$ cat src/rtl/prio_rf_pkg.sv
package prio_rf_pkg;

  localparam int PRIO_W = 8;
  localparam int LANES  = 4;
  localparam int DATA_W = PRIO_W * LANES;

  typedef logic [PRIO_W-1:0] prio_t;

  // view of a stored priority as seen by a non-secure reader
  function automatic prio_t ns_read_view(input prio_t stored);
    return {stored[PRIO_W-2:0], 1'b0};
  endfunction

  // value stored when a non-secure writer presents a priority
  function automatic prio_t ns_write_view(input prio_t written);
    return {1'b1, written[PRIO_W-1:1]};
  endfunction

endpackage

$ cat src/rtl/prio_lane_gate.sv
module prio_lane_gate
  import prio_rf_pkg::*;
#(
  parameter int NUM_IRQ  = 64,
  parameter int FIRST_ID = 32,
  parameter int ID_W     = 10
) (
  input  logic [ID_W:0] lane_id_i,
  input  logic          ns_view_i,
  input  logic          grp1_i,
  input  prio_t         stored_i,
  input  logic          wreq_i,
  input  prio_t         wbyte_i,
  output logic          in_range_o,
  output prio_t         rd_byte_o,
  output logic          we_o,
  output prio_t         wbyte_o
);

  localparam logic [ID_W:0] LO_ID = (ID_W+1)'(FIRST_ID);
  localparam logic [ID_W:0] HI_ID = (ID_W+1)'(NUM_IRQ);

  logic blocked;

  assign in_range_o = (lane_id_i >= LO_ID) && (lane_id_i < HI_ID);
  assign blocked    = ns_view_i && !grp1_i;

  always_comb begin
    rd_byte_o = '0;
    if (in_range_o && !blocked) begin
      rd_byte_o = ns_view_i ? ns_read_view(stored_i) : stored_i;
    end
  end

  assign we_o    = wreq_i && in_range_o && !blocked;
  assign wbyte_o = ns_view_i ? ns_write_view(wbyte_i) : wbyte_i;

endmodule

$ cat src/rtl/prio_byte_store.sv
module prio_byte_store
  import prio_rf_pkg::*;
#(
  parameter int NUM_IRQ  = 64,
  parameter int FIRST_ID = 32,
  parameter int ID_W     = 10
) (
  input  logic                        clk_i,
  input  logic                        rst_ni,
  input  logic [LANES-1:0][ID_W:0]    lane_id_i,
  input  logic [LANES-1:0]            we_i,
  input  logic [LANES-1:0][PRIO_W-1:0] wbyte_i,
  output logic [LANES-1:0][PRIO_W-1:0] rbyte_o
);

  localparam int NSTORE = NUM_IRQ - FIRST_ID;
  localparam int SIDX_W = (NSTORE > 1) ? $clog2(NSTORE) : 1;
  localparam logic [ID_W:0] LO_ID = (ID_W+1)'(FIRST_ID);
  localparam logic [ID_W:0] HI_ID = (ID_W+1)'(NUM_IRQ);

  prio_t cell_w [NSTORE];

  for (genvar e = 0; e < NSTORE; e++) begin : g_cell
    localparam logic [ID_W:0] MY_ID = (ID_W+1)'(FIRST_ID + e);
    prio_t cell_q;
    always_ff @(posedge clk_i or negedge rst_ni) begin
      if (!rst_ni) begin
        cell_q <= '0;
      end else begin
        for (int l = 0; l < LANES; l++) begin
          if (we_i[l] && (lane_id_i[l] == MY_ID)) cell_q <= wbyte_i[l];
        end
      end
    end
    assign cell_w[e] = cell_q;
  end

  always_comb begin
    for (int l = 0; l < LANES; l++) begin
      rbyte_o[l] = '0;
      if ((lane_id_i[l] >= LO_ID) && (lane_id_i[l] < HI_ID)) begin
        rbyte_o[l] = cell_w[SIDX_W'(lane_id_i[l] - LO_ID)];
      end
    end
  end

endmodule

$ cat src/rtl/prio_byte_rf.sv
module prio_byte_rf
  import prio_rf_pkg::*;
#(
  parameter int NUM_IRQ  = 64,
  parameter int FIRST_ID = 32,
  parameter int ID_W     = 10
) (
  input  logic               clk_i,
  input  logic               rst_ni,
  input  logic               bus_valid_i,
  input  logic               bus_write_i,
  input  logic               bus_word_i,
  input  logic               bus_secure_i,
  input  logic [ID_W-1:0]    bus_id_i,
  input  logic [DATA_W-1:0]  bus_wdata_i,
  input  logic               sec_off_i,
  input  logic [NUM_IRQ-1:0] grp1_i,
  output logic               rd_valid_o,
  output logic [DATA_W-1:0]  rd_data_o,
  output logic               wr_evt_o,
  output logic [ID_W-1:0]    wr_evt_id_o
);

  localparam int GIDX_W = (NUM_IRQ > 1) ? $clog2(NUM_IRQ) : 1;
  localparam logic [ID_W:0] LO_ID = (ID_W+1)'(FIRST_ID);
  localparam logic [ID_W:0] HI_ID = (ID_W+1)'(NUM_IRQ);

  // named internal events
  logic                          ns_view;
  logic                          wr_strobe;
  logic                          rd_strobe;
  logic                          word_ok;
  logic [LANES-1:0][ID_W:0]      lane_id;
  logic [LANES-1:0]              lane_act;
  logic [LANES-1:0]              lane_grp;
  logic [LANES-1:0]              lane_wreq;
  logic [LANES-1:0]              lane_we;
  logic [LANES-1:0]              lane_inr;
  logic [LANES-1:0][PRIO_W-1:0]  lane_stored;
  logic [LANES-1:0][PRIO_W-1:0]  lane_rd;
  logic [LANES-1:0][PRIO_W-1:0]  lane_wbyte;
  logic [DATA_W-1:0]             rd_next;
  logic                          evt_next;
  logic [ID_W-1:0]               evt_id_next;

  assign ns_view   = !bus_secure_i && !sec_off_i;
  assign wr_strobe = bus_valid_i && bus_write_i;
  assign rd_strobe = bus_valid_i && !bus_write_i;

  for (genvar l = 0; l < LANES; l++) begin : g_lane
    assign lane_id[l]  = {1'b0, bus_id_i} + (ID_W+1)'(l);
    assign lane_act[l] = (l == 0) ? 1'b1 : bus_word_i;
    assign lane_grp[l] = (lane_id[l] < HI_ID) ? grp1_i[GIDX_W'(lane_id[l])] : 1'b0;
    assign lane_wreq[l] = wr_strobe && lane_act[l] && (!bus_word_i || word_ok);

    prio_lane_gate #(
      .NUM_IRQ (NUM_IRQ),
      .FIRST_ID(FIRST_ID),
      .ID_W    (ID_W)
    ) gate_i (
      .lane_id_i (lane_id[l]),
      .ns_view_i (ns_view),
      .grp1_i    (lane_grp[l]),
      .stored_i  (lane_stored[l]),
      .wreq_i    (lane_wreq[l]),
      .wbyte_i   (bus_wdata_i[l*PRIO_W +: PRIO_W]),
      .in_range_o(lane_inr[l]),
      .rd_byte_o (lane_rd[l]),
      .we_o      (lane_we[l]),
      .wbyte_o   (lane_wbyte[l])
    );
  end

  // the whole word must lie inside the shared range
  assign word_ok = (lane_id[0] >= LO_ID) && (lane_id[LANES-1] < HI_ID);

  prio_byte_store #(
    .NUM_IRQ (NUM_IRQ),
    .FIRST_ID(FIRST_ID),
    .ID_W    (ID_W)
  ) store_i (
    .clk_i    (clk_i),
    .rst_ni   (rst_ni),
    .lane_id_i(lane_id),
    .we_i     (lane_we),
    .wbyte_i  (lane_wbyte),
    .rbyte_o  (lane_stored)
  );

  always_comb begin
    rd_next = '0;
    for (int l = 0; l < LANES; l++) begin
      if (lane_act[l]) rd_next[l*PRIO_W +: PRIO_W] = lane_rd[l];
    end
  end

  // lowest lane that stores a byte names the event
  always_comb begin
    evt_next    = |lane_we;
    evt_id_next = '0;
    for (int l = LANES-1; l >= 0; l--) begin
      if (lane_we[l]) evt_id_next = lane_id[l][ID_W-1:0];
    end
  end

  always_ff @(posedge clk_i or negedge rst_ni) begin
    if (!rst_ni) begin
      rd_valid_o  <= 1'b0;
      rd_data_o   <= '0;
      wr_evt_o    <= 1'b0;
      wr_evt_id_o <= '0;
    end else begin
      rd_valid_o <= rd_strobe;
      if (rd_strobe) rd_data_o <= rd_next;
      wr_evt_o <= evt_next;
      if (evt_next) wr_evt_id_o <= evt_id_next;
    end
  end

  // ---------------- assertions ----------------
  for (genvar l = 0; l < LANES; l++) begin : g_chk
    p_ns_store_msb_r3: assert property (@(posedge clk_i) disable iff (!rst_ni)
      (lane_we[l] && ns_view) |-> lane_wbyte[l][PRIO_W-1]);

    p_ns_read_lsb_r4: assert property (@(posedge clk_i) disable iff (!rst_ni)
      (rd_strobe && ns_view) |=> (rd_data_o[l*PRIO_W] == 1'b0));

    p_stored_range_r6: assert property (@(posedge clk_i) disable iff (!rst_ni)
      lane_we[l] |-> lane_inr[l]);
  end

  p_word_drop_r8: assert property (@(posedge clk_i) disable iff (!rst_ni)
    (wr_strobe && bus_word_i &&
     ((lane_id[0] < LO_ID) || (lane_id[LANES-1] >= HI_ID))) |-> (lane_we == '0));

  p_byte_reserved_zero_r6: assert property (@(posedge clk_i) disable iff (!rst_ni)
    (rd_strobe && !bus_word_i && (lane_id[0] < LO_ID)) |=> (rd_data_o == '0));

  p_rd_valid_r9: assert property (@(posedge clk_i) disable iff (!rst_ni)
    rd_valid_o |-> $past(rd_strobe));

  p_evt_cause_r10: assert property (@(posedge clk_i) disable iff (!rst_ni)
    wr_evt_o |-> $past(wr_strobe));

  p_byte_one_lane_r7: assert property (@(posedge clk_i) disable iff (!rst_ni)
    (wr_strobe && !bus_word_i) |-> ($countones(lane_we) <= 1));

endmodule

$ cat config.mk
export PLATFORM = sky130hd
export DESIGN_NAME = prio_byte_rf
export DESIGN_NICKNAME = d
export VERILOG_FILES = /design/src/rtl/prio_rf_pkg.sv /design/src/rtl/prio_lane_gate.sv /design/src/rtl/prio_byte_store.sv /design/src/rtl/prio_byte_rf.sv
export SDC_FILE = /design/constraint.sdc
export NUM_CORES = 2
export LEC_CHECK = 0
export BUFFER_PORTS_ARGS = -buffer_cell sky130_fd_sc_hd__buf_2
export CORE_MARGIN = 4
export CORE_UTILIZATION = 59
export DETAILED_ROUTE_END_ITERATION = 7
export PLACE_DENSITY = 0.77
export SLEW_MARGIN = 30
export SYNTH_ARGS = -nofsm -noshare
export SYNTH_HDL_FRONTEND = slang
export SYNTH_SLANG_ARGS = --single-unit
$ cat constraint.sdc
create_clock -name clk_i -period 2.6 [get_ports clk_i]
set_input_delay 0.26 -clock clk_i [delete_from_list [all_inputs] [get_ports clk_i]]
set_output_delay 0.26 -clock clk_i [all_outputs]
set_load 0.03 [all_outputs]
==> summary.md, run 1 <==
| Metric | Value |
|---|---|
| Top cells by area, synth | dfrtp_1 24%, mux4_2 22%, mux2i_1 8.3% |
| Post-DP Area | 39740 um^2 |
| PortBufs | 124 |
| H-tree depth | 2 |
| Synthesized cell area | 31300 um^2 |
| Post-synth EDFFs | 0 |
| Tool Error | [ERROR GRT-0232] Routing congestion too high. Check the congestion heatmap in the GUI. |
| Die span in y | 238.3 um |
| Post-synthesis sequential area ratio | 23.98% |
| Netlist cell types | 95 |
| Die Span X | 238.3 um |
| Post-Syn Nets | 3531 |
| Synth Flop Type | dfrtp_1 |
| CTS Buf Count | 38 |
| Post-synthesis sequential element count | 300 |
| Top cell type's share of synthesized area | 23.98% |
| CTS root buf | clkbuf_16 |
| Warnings, synthesis | 0 |
| Ys async rst share | 100.0% |
| Gate count of the mapped netlist | 3410 |
| Initial core utilization | 59.56% |
| Avg Cell Area, Syn | 9.179 um^2 |
| Num rows | 84 |
| Clk sinks | 300 |
| Pin count of the biggest net entering global routing | 58 |
| Remaining global-route overflow | 2 |
| Fail Step | global routing |
| Status | stopped before the end |
| Global placement routability congestion | 1.299 |
| Cell taking the most area after synthesis | dfrtp_1 |
| HPWL after DPL | 137.3 mm |
| Clock buffer depth | 3 |
| Num ports | 157 |
| Tot GR Track Use | 76.80% |
logic make-up after synthesis:
kind of cell | synth area share [%]
adders and majority gates | 0.3198
DFF | 23.98
xor gates and xnor gates | 0.4197
buffers and inverters | 4.829
muxes | 33.59
AOI/OAI and AO/OA | 19.55
and+or+nand+nor | 17.31
synthesized netlist by cell type (6+ instances only):
cell	instances
nand2_1	489
mux4_2	302
dfrtp_1	300
mux2i_1	259
nor2_1	249
clkbuf_1	246
a21oi_1	229
o21ai_0	138
nand3_1	120
o211ai_1	118
mux2_2	98
o22ai_1	81
nor3_1	75
buf_2	59
a211oi_1	49
nand4_1	48
o221ai_1	45
a221oi_1	38
buf_1	37
nor4_1	36
or3_1	26
or4_1	23
o211a_1	21
a22oi_1	18
and3_1	17
a32oi_1	16
o21a_1	14
and2_1	13
nand2b_1	13
a22o_1	12
inv_1	12
xnor2_1	12
o31ai_1	11
a31oi_1	10
nor4_2	9
ha_1	8
nor3_2	8
nor2b_1	7
o21ai_1	7
o22a_1	6
metal layers:
| metal | overflow | GRT usage [%] |
|---|---|---|
| met5 | 0 | 48.32 |
| met4 | 2 | 68.83 |
| met3 | 0 | 67.36 |
| met2 | 0 | 88.02 |
| met1 | 0 | 79.20 |
repair_timing:
action / 4_1_cts
setup buffers: 98
gates resized for setup: 587
gates cloned: 23
setup endpoints to repair: 293
endpoints found under the hold margin: 49
pin swaps: 127
hold buffers: 1
metrics by stage:
stage / setup slack, ns / hold slack (ns) / instances / setup TNS (ns) / util, %
CTS: -0.2511 / 0.1609 / 4897 / -30.90 / 84.97
global placement: -1.257 / 0.2820 / 4724 / -276.78 / 75.63
floorplan: -1.606 / -0.03559 / 3410 / -391.33 / -
detailed placement: -1.319 / 0.2869 / 4724 / -297.80 / 75.63
==> inputs of run 2 (changes only) <==
--- a/config.mk
+++ b/config.mk
@@ -7,9 +7,9 @@
 export LEC_CHECK = 0
 export BUFFER_PORTS_ARGS = -buffer_cell sky130_fd_sc_hd__buf_2
 export CORE_MARGIN = 4
-export CORE_UTILIZATION = 59
+export CORE_UTILIZATION = 40
 export DETAILED_ROUTE_END_ITERATION = 7
-export PLACE_DENSITY = 0.77
+export PLACE_DENSITY_LB_ADDON = 0.15
 export SLEW_MARGIN = 30
 export SYNTH_ARGS = -nofsm -noshare
 export SYNTH_HDL_FRONTEND = slang
==> summary.md, run 2 <==
| Metric | Value |
|---|---|
| Setup WS pre-CTS | -1.386 ns (was -1.319 ns) |
| Pwr dens | 352.1 nW/um^2 |
| Ys async rst share | 100.0% (unchanged) |
| Slew HR | 41.26% |
| FF-to-FF End | rd_data_o[1] |
| PortBufs | 124 (unchanged) |
| Clock skew | 0.03607 ns |
| Netlist cell types | 95 (unchanged) |
| Largest register FFs | 256 |
| Clock buffer depth | 3 (unchanged) |
| FMAX | 323.6 MHz |
| Worst setup SP type | primary input |
| Core area | 77470 um^2 |
| Initial core utilization | 40.40% (was 59.56%) |
| Worst slew pin tran | 0.8778 ns |
| # setup viols final | 289 |
| CP required | 3.09 ns |
| Clk sinks | 300 (unchanged) |
| Top cells by area, synth | dfrtp_1 24%, mux4_2 22%, mux2i_1 8.3% (unchanged) |
| Cell taking the most area after synthesis | dfrtp_1 (unchanged) |
| CTS Buf Count | 40 (was 38) |
| Max-slew violations | 0 |
| Final Hold Viols | 0 |
| Avg Cell Area, Syn | 9.179 um^2 (unchanged) |
| Crit share post-route | 118.9% |
| Layout cell share with drive strength beyond 1 | 50.44% |
| Vias in the first global route | 36.81k |
| Area Overhead vs Synth | 52.91% |
| Post-Syn Nets | 3531 (unchanged) |
| Min cycle time layout | 3.090 ns |
| Synth Flop Type | dfrtp_1 (unchanged) |
| Post-synth EDFFs | 0 (unchanged) |
| Remaining global-route overflow | 0 |
| Post-synthesis sequential element count | 300 (unchanged) |
| Commonest cells after routing, fill and taps aside | 744 x buf_4, 461 x nand2_1, 302 x mux4_2 |
| Number of max-cap violations | 0 |
| Pin count of the biggest net entering global routing | 119 |
| WL final | 219.9 mm |
| Worst Setup Path Type | primary input to flip-flop |
| H-tree depth | 2 (unchanged) |
| HPWL after DPL | 159.1 mm (was 137.3 mm) |
| CP Capture Type | flip-flop |
| Warnings, synthesis | 0 (unchanged) |
| First-pass GRT wire length | 289.9 mm |
| CTS tree | built |
| Via count | 39.77k |
| Layout Nets | 4438 |
| Die area | 82790 um^2 |
| Post-layout util | 61.78% |
| HP Class | primary input to flip-flop |
| Top flop regs | store_i.g_cell.cell_q x256, rd_data_o x32, wr_evt_id_o x10 |
| Worst setup margin | -0.4902 ns |
| R2R depth | 6 |
| Number of fill cells in the layout | 6479 |
| Clock-pin transition on the worst setup and hold timing paths | 0.06 ns |
| Synthesized cell area | 31300 um^2 (unchanged) |
| DR vias/cell | 7.364 |
| Hold Path Sink | rd_data_o[8] |
| Avg WL per Cell | 40.72 um |
| Post-synthesis sequential area ratio | 23.98% (unchanged) |
| Critical Path AT | 3.58 ns |
| RSZ-0062 raised after global routing | true |
| VDD IR max | 0.4804 mV |
| Initial antenna violation count | 18 |
| Gate count of the mapped netlist | 3410 (unchanged) |
| Die Span X | 287.7 um (was 238.3 um) |
| Hold path startpoint | bus_word_i |
| Crit-path max FO | 7 |
| Worst-skew pair later-pin latency | 0.61 ns |
| Initial DRC Count | 6382 |
| Drt first pass iters | 8 |
| Top post-synthesis cells by count | 489 x nand2_1, 302 x mux4_2, 300 x dfrtp_1 (unchanged) |
| Most common cell after layout, fill and taps aside | buf_4 |
| Sum Neg Setup Slack | -79.14 ns |
| Global placement routability congestion | 1.168 (was 1.299) |
| Reg2Reg Setup Slack | -0.16 ns |
| CTS root buf | clkbuf_16 (unchanged) |
| Tot GR Track Use | 49.94% |
| Num ports | 157 (unchanged) |
| Die span in y | 287.7 um (was 238.3 um) |
| Post-route ant nets | 0 |
| Worst r2r src | store_i.g_cell[19].cell_q[0] |
| Hold Path Stages | 4 |
| Top cell type's share of synthesized area | 23.98% (unchanged) |
| Num rows | 102 (was 84) |
| Largest Register | store_i.g_cell.cell_q |
| Status | finished, violations left (was stopped before the end) |
| Leak | 20.52 nW |
| Worst Hold Margin | 0.1779 ns |
| Residual DRC | 20 |
| Failing checks | design-rule violations, negative setup slack |
| Top-count cell post-synth | nand2_1 (unchanged) |
-- run 2: cell counts after synthesis --
No cell type changed its count.
-- run 2: kinds of logic after synthesis --
family                   share of synthesized area, %
AO/OA/AOI/OAI                                   19.55
multiplexers                                    33.59
buffers and inverters                           4.829
adder cells (fa/ha/maj)                        0.3198
XOR/XNOR                                       0.4197
AND/OR/NAND/NOR                                 17.31
flip-flops                                      23.98
-- run 2: where the power goes --
part	total, mW	switching, mW	internal [mW]	leakage [nW]
Combinational	5.85	3.68	2.17	15.7
Clock	6.20	2.59	3.61	0.677
Sequential	4.80	0.0845	4.72	4.17
-- run 2: cell type report --
class	instances	area (um^2)	area share [%]
timing repair buffer	1211	11800	24.65
tap	1040	1301	2.719
inverter	16	88.84	0.1856
clock buffer	54	1144	2.389
clock inverter	19	269.0	0.5620
antenna	13	32.53	0.06797
multi-input combinational	2748	25720	53.74
sequential	300	7507	15.69
-- run 2: critical path, cell delays in order --
cell	delay, ns
buf_12	0.11
buf_8	0.13
ha_4	0.16
buf_6	0.12
a21oi_4	0.13
nand4_1	0.22
buf_4	0.22
a211o_1	0.28
or4_4	0.67
or4_4	0.48
a21boi_4	0.19
o311ai_4	0.11
buf_12	0.19
mux2_4	0.30
-- run 2: stage by stage --
stage                     cell area [um^2]  power, mW  instances
after floorplan                      31460      6.994       3410
final                                47860      16.85       5401
after detailed placement             40550      9.787       5112
after CTS                            44450      16.12       5266
after global placement               40540      9.739       5112
after global routing                 47830      17.00       5388
-- run 2: worst max path at each step --
| stage | end | start | cells past startpoint |
|---|---|---|---|
| global placement | store_i.g_cell[15].cell_q[2] | bus_id_i[1] | 17 |
| global route | store_i.g_cell[20].cell_q[6] | bus_id_i[1] | 14 |
| floorplan | store_i.g_cell[20].cell_q[6] | bus_id_i[0] | 19 |
| detailed placement | store_i.g_cell[29].cell_q[1] | bus_id_i[1] | 16 |
| finish | store_i.g_cell[20].cell_q[6] | bus_id_i[1] | 14 |
| CTS | store_i.g_cell[15].cell_q[4] | bus_id_i[1] | 18 |
-- run 2: repair_timing --
action / 4_1_cts / 5_1_grt
hold buffers: 1 / 0
gates resized for setup: 375 / 517
setup buffers: 73 / 114
setup endpoints to repair: 299 / 299
gates cloned: 13 / 18
pin swaps: 119 / 221
hold endpoints to repair: 42 / 0
-- run 2: layer usage --
metal | vias up | share of wire [%] | GRT usage (%)
li1 | 15235 | - | -
met5 | - | 0.44 | 3.155
met1 | 19516 | 35 | 62.58
met4 | 26 | 8.7 | 30.28
met2 | 3946 | 38 | 66.49
met3 | 1051 | 18 | 27.19
Power figures use the tool's default switching activity.
